<file path="src/rtl/fic_pkg.sv">
`timescale 1ns/1ps
package fic_pkg;
  localparam int MODE_W = 4;
  localparam logic [MODE_W-1:0] ACT_RETRIG = 4'd1;
  localparam logic [MODE_W-1:0] ACT_LATCH  = 4'd2;
  localparam logic [MODE_W-1:0] ACT_LEVEL  = 4'd3;

  // Level after polarity: 1 means the protection condition is present
  function automatic logic active_level(input logic lvl, input logic act_low);
    return lvl ^ act_low;
  endfunction

  function automatic logic is_shutdown_code(input logic [MODE_W-1:0] code);
    return (code == ACT_LATCH) || (code == ACT_LEVEL);
  endfunction
endpackage

</file>
<file path="src/rtl/fic_sync.sv">
`timescale 1ns/1ps
module fic_sync #(
  parameter int STAGES = 2
) (
  input  logic clk,
  input  logic rst_n,
  input  logic d,
  output logic q
);
  logic [STAGES-1:0] chain;

  always_ff @(posedge clk or negedge rst_n) begin
    if (!rst_n) chain <= '0;
    else        chain <= {chain[STAGES-2:0], d};
  end

  assign q = chain[STAGES-1];
endmodule

</file>
<file path="src/rtl/fic_filter.sv">
`timescale 1ns/1ps
module fic_filter #(
  parameter int LEN = 4
) (
  input  logic clk,
  input  logic rst_n,
  input  logic en,
  input  logic s,
  output logic q
);
  localparam int HW = LEN - 1;

  logic [HW-1:0] hist;
  logic          held;
  logic          agree;

  // True when the current sample matches every remembered sample
  function automatic logic samples_agree(input logic cur, input logic [HW-1:0] h);
    return h == {HW{cur}};
  endfunction

  assign agree = samples_agree(s, hist);

  always_ff @(posedge clk or negedge rst_n) begin
    if (!rst_n) begin
      hist <= '0;
      held <= 1'b0;
    end else begin
      if (HW > 1) hist <= {hist[HW-2:0], s};
      else        hist <= s;
      if (agree) held <= s;
    end
  end

  assign q = en ? held : s;
endmodule

</file>
<file path="src/rtl/fic_detect.sv">
`timescale 1ns/1ps
module fic_detect
  import fic_pkg::*;
(
  input  logic clk,
  input  logic rst_n,
  input  logic lvl,
  input  logic act_low,
  input  logic edge_sel,
  output logic evt
);
  logic act_now;
  logic act_prev;

  assign act_now = active_level(lvl, act_low);

  always_ff @(posedge clk or negedge rst_n) begin
    if (!rst_n) act_prev <= 1'b0;
    else        act_prev <= act_now;
  end

  assign evt = edge_sel ? (act_now & ~act_prev) : act_now;

  AST_EDGE_ONE_CYCLE: assert property (@(posedge clk) disable iff (!rst_n)
    (edge_sel && evt) |=> (!edge_sel || !evt));
endmodule

</file>
<file path="src/rtl/fic_action.sv">
`timescale 1ns/1ps
module fic_action
  import fic_pkg::*;
(
  input  logic              clk,
  input  logic              rst_n,
  input  logic              evt,
  input  logic [MODE_W-1:0] code,
  input  logic              clr,
  output logic              retrig,
  output logic              shutdown
);
  logic latch_q;
  logic latch_set;
  logic level_hit;

  assign retrig    = evt & (code == ACT_RETRIG);
  assign latch_set = evt & (code == ACT_LATCH);
  assign level_hit = evt & (code == ACT_LEVEL);

  always_ff @(posedge clk or negedge rst_n) begin
    if (!rst_n)         latch_q <= 1'b0;
    else if (latch_set) latch_q <= 1'b1;
    else if (clr)       latch_q <= 1'b0;
  end

  assign shutdown = latch_q | latch_set | level_hit;

  AST_LATCH_HOLDS: assert property (@(posedge clk) disable iff (!rst_n)
    (latch_q && !clr) |=> latch_q);
  AST_SET_BEATS_CLEAR: assert property (@(posedge clk) disable iff (!rst_n)
    (latch_set && clr) |=> latch_q);
endmodule

</file>
<file path="src/rtl/prot_in_cond.sv">
`timescale 1ns/1ps
module prot_in_cond
  import fic_pkg::*;
#(
  parameter int N_SETS      = 2,
  parameter int SYNC_STAGES = 2,
  parameter int FILT_LEN    = 4
) (
  input  logic                     clk,
  input  logic                     rst_n,
  input  logic                     pin_in,
  input  logic                     cmp_in,
  input  logic [N_SETS-1:0]        src_sel,
  input  logic [N_SETS-1:0]        filt_en,
  input  logic [N_SETS-1:0]        pol_low,
  input  logic [N_SETS-1:0]        edge_sel,
  input  logic [N_SETS-1:0]        async_en,
  input  logic [N_SETS*MODE_W-1:0] mode_cfg,
  input  logic [N_SETS-1:0]        latch_clr,
  output logic [N_SETS-1:0]        retrig,
  output logic                     out_en
);
  localparam int N_SRC = 2;

  logic [N_SRC-1:0]  raw;
  logic [N_SRC-1:0]  synced;
  logic [N_SETS-1:0] shut;
  logic [N_SETS-1:0] async_kill;

  assign raw = {cmp_in, pin_in};

  for (genvar k = 0; k < N_SRC; k++) begin : g_src
    fic_sync #(.STAGES(SYNC_STAGES)) u_sync (
      .clk(clk), .rst_n(rst_n), .d(raw[k]), .q(synced[k])
    );
  end

  for (genvar s = 0; s < N_SETS; s++) begin : g_set
    logic              picked;
    logic              cleaned;
    logic              evt;
    logic [MODE_W-1:0] code;

    assign code   = mode_cfg[s*MODE_W +: MODE_W];
    assign picked = src_sel[s] ? synced[1] : synced[0];

    fic_filter #(.LEN(FILT_LEN)) u_filt (
      .clk(clk), .rst_n(rst_n), .en(filt_en[s]), .s(picked), .q(cleaned)
    );

    fic_detect u_det (
      .clk(clk), .rst_n(rst_n), .lvl(cleaned), .act_low(pol_low[s]),
      .edge_sel(edge_sel[s]), .evt(evt)
    );

    fic_action u_act (
      .clk(clk), .rst_n(rst_n), .evt(evt), .code(code), .clr(latch_clr[s]),
      .retrig(retrig[s]), .shutdown(shut[s])
    );

    // Raw path: no synchronizer, no filter, no clock
    assign async_kill[s] = async_en[s] & is_shutdown_code(code)
                         & active_level(src_sel[s] ? raw[1] : raw[0], pol_low[s]);
  end

  assign out_en = ~(|shut) & ~(|async_kill);

  AST_ASYNC_FORCES_OFF: assert property (@(posedge clk) disable iff (!rst_n)
    (|async_kill) |-> !out_en);
endmodule

</file>
<file path="config.mk">
export PLATFORM = sky130hd
export DESIGN_NAME = prot_in_cond
export DESIGN_NICKNAME = d
export VERILOG_FILES = /design/src/rtl/fic_pkg.sv /design/src/rtl/fic_sync.sv /design/src/rtl/fic_filter.sv /design/src/rtl/fic_detect.sv /design/src/rtl/fic_action.sv /design/src/rtl/prot_in_cond.sv
export SDC_FILE = /design/constraint.sdc
export NUM_CORES = 1
export LEC_CHECK = 0
export ABC_CLOCK_PERIOD_IN_PS = 2200
export BUFFER_PORTS_ARGS = -buffer_cell sky130_fd_sc_hd__buf_2
export CAP_MARGIN = 0
export CORE_ASPECT_RATIO = 1.5
export CORE_UTILIZATION = 35
export DETAILED_ROUTE_END_ITERATION = 8
export MAX_ROUTING_LAYER = met4
export PLACE_DENSITY = 0.62
export SLEW_MARGIN = 5
export SYNTH_ARGS = -nofsm -noshare
export SYNTH_HDL_FRONTEND = slang
export SYNTH_SLANG_ARGS = --single-unit
</file>
<file path="constraint.sdc">
create_clock -name clk -period 2.2 [get_ports clk]
set_clock_uncertainty 0.2 [all_clocks]
set_input_delay 0.44 -clock clk [delete_from_list [all_inputs] [get_ports clk]]
set_output_delay 0.44 -clock clk [all_outputs]
set_load 0.05 [all_outputs]
</file>
==> qor.yml <==
ys_seq_elements: 16
worst_setup_path_end_kind: "primary output"
hold_viol: 0
r2r_start: "g_src[0].u_sync.chain[1]"
synth_nets: 84
ys_types: 25
relSlewSlack: 0.773
r2r_setup_slack_ns: 0.33
clk_latency_ns: 0.28
cts_root_buf: "clkbuf_4"
worst_pin_slew_ns: 0.340
first_pass_iters: 2
final_cell_mix: "23 x buf_2, 16 x dfrtp_1, 12 x buf_4"
setup_viol: 3
syn_inst: 60
grt_setup_unrepaired: "yes"
synth_warnings: 0
start_util: 0.381
fin_setup_tns_ns: -0.638
synth_area_um2: 716
die_height_um: 57.4
worst_slack_ns: -0.248
fin_area_um2: 1030
ir_drop_mv: 0.447
place_hpwl_mm: 1.05
nNetsFinal: 124
min_path_cells: 1
grt_max_degree: 17
antenna_found_initial: 0
place_area_um2: 918
p_leak_nw: 0.491
insertedDiodeCount: 0
num-fill-cells: 166
clockBufferDepth: 2
hp-class: "input pin to flop"
violations: "setup timing"
rows: 19
area_delta_synth_final_pct: 43.9
grt_first_pass_wirelength_mm: 2.15
max_freq_mhz: 409
hp-start: "cmp_in"
crit_type: "flop to primary output"
hold_ws_ns: 0.0874
timing.rr.end: "g_set[0].u_act.latch_q"
grtUsageTotal: 0.140
cts_tree: "done"
io_buffers: 26
drt-total-wl_mm: 1.30
io_pins: 27
dieWidth_um: 38.9
synth_ff_type: "dfrtp_1"
viasPerCell: 4.90
multi_input_area_um2: 325
synth_edf_count: 0
min_to: "g_src[1].u_sync.chain[0]"
dr_total_vias: 588
grt_overflow_total: 0
slew_viol_final: 0
clock_sinks: 16
status: "finished with violations"
drt-initial-drc-count: 1
worstPathArrival_ns: 1.81
cap_violations: 0
syn_area_per_cell_um2: 11.9
grt_pass1_vias: 573
fp.dieArea_um2: 2230
ant_nets: 0
final_common_cell: "buf_2"
numCtsBuffers: 3
wl_per_cell_um: 10.8
clk_pin_slew_ns: 0.08
period_needed_ns: 2.45
core_um2: 1880
async_flop_share: 1.00
placedCellCount: 112
cp-start-kind: "flop"
crit_fanout: 2
reg2reg_depth: 6
stdcell_count: 120
seq_area_um2: 400
yosysSeqAreaShare: 0.559
drive_gt1_frac: 0.475
fin_crit_sh: 1.11
critPathRequiredTime_ns: 1.56
p_per_area_nw_per_um2: 652
remaining_drc_errors: 0
htree_levels: 1
gp_congestion: 0.672
## power by group
part	switching [mW]	internal, mW
clock network	0.0838	0.101
registers	0.0131	0.318
logic	0.0711	0.0853
total	0.168	0.504
## per-stage QoR
step / power, mW / util / setup WS, ns
detailed placement: 0.466 / 0.489 / -0.320
finish: 0.672 / 0.548 / -0.248
CTS: 0.672 / 0.530 / -0.281
global placement: 0.462 / 0.489 / -0.310
floorplan: 0.404 / - / -0.00950
global route: 0.717 / 0.548 / -0.317
## worst max-delay path, cell delays in order (launching register included)
cell     delay, ns
dfrtp_1       0.39
mux2_4        0.27
or3_1         0.32
a32oi_2       0.20
o221a_4       0.21
buf_8         0.14
## cell usage after synthesis (2+ instances only)
cell type  instances  area [um2]
dfrtp_1           16         400
mux2i_1            4        40.0
inv_1              3        11.3
nand2_1            3        11.3
nor2_1             3        11.3
nor3_1             3        15.0
a211oi_1           2        15.0
a21oi_1            2        10.0
a31oi_1            2        12.5
buf_4              2        15.0
mux2_4             2        30.0
nand3b_1           2        15.0
or3_1              2        12.5
xnor2_1            2        17.5
xor2_1             2        17.5
## flip-flops by register name (all words and copies together) (netlist names)
signal / cells
g_src.u_sync.chain: 4
g_set.u_filt.hist: 6
g_set.u_det.act_prev: 2
g_set.u_act.latch_q: 2
g_set.u_filt.held: 2
## routing by layer
metal | global-route usage | share of wire | vias up
met5 | - | 0 | -
met4 | 0.0887 | 0.022 | 0
met3 | 0.0156 | 0.052 | 4
met2 | 0.221 | 0.50 | 19
met1 | 0.160 | 0.42 | 268
li1 | - | - | 297
## how the worst max path moves through the flow
stage                        startpoint  endpoint  slack [ns]
2_1_floorplan                src_sel[0]    out_en      -0.009
3_3_place_gp                 src_sel[0]    out_en       -0.31
3_5_place_dp                 src_sel[0]    out_en       -0.32
4_1_cts        g_src[0].u_sync.chain[1]    out_en       -0.28
5_1_grt        g_src[0].u_sync.chain[1]    out_en       -0.32
6_report       g_src[0].u_sync.chain[1]    out_en       -0.25
## repair_timing
| item | in CTS | in global routing |
|---|---|---|
| hold buffers | 1 | 0 |
| setup buffers | 1 | 2 |
| gates resized for setup | 6 | 3 |
| pin swaps | 5 | 2 |
| hold endpoints to repair | 16 | 0 |
| setup endpoints to repair | 3 | 3 |
## cells by family after synthesis
| logic type | count (synthesis) | synth area share |
|---|---|---|
| flip-flops | 16 | 0.559 |
| AND/OR/NAND/NOR | 19 | 0.152 |
| AO/OA/AOI/OAI | 10 | 0.105 |
| multiplexers | 6 | 0.0979 |
| XOR/XNOR | 4 | 0.0490 |
| buffers and inverters | 5 | 0.0367 |
## layout make-up
class                   instances  share of cell area
flip-flops and latches         16               0.389
multi-input cells              39               0.316
repair buffers                 37               0.224
clock buffers                   4              0.0352
well taps                      21              0.0255
inverters                       3              0.0109
No activity file was read; power rests on OpenSTA's default activity.
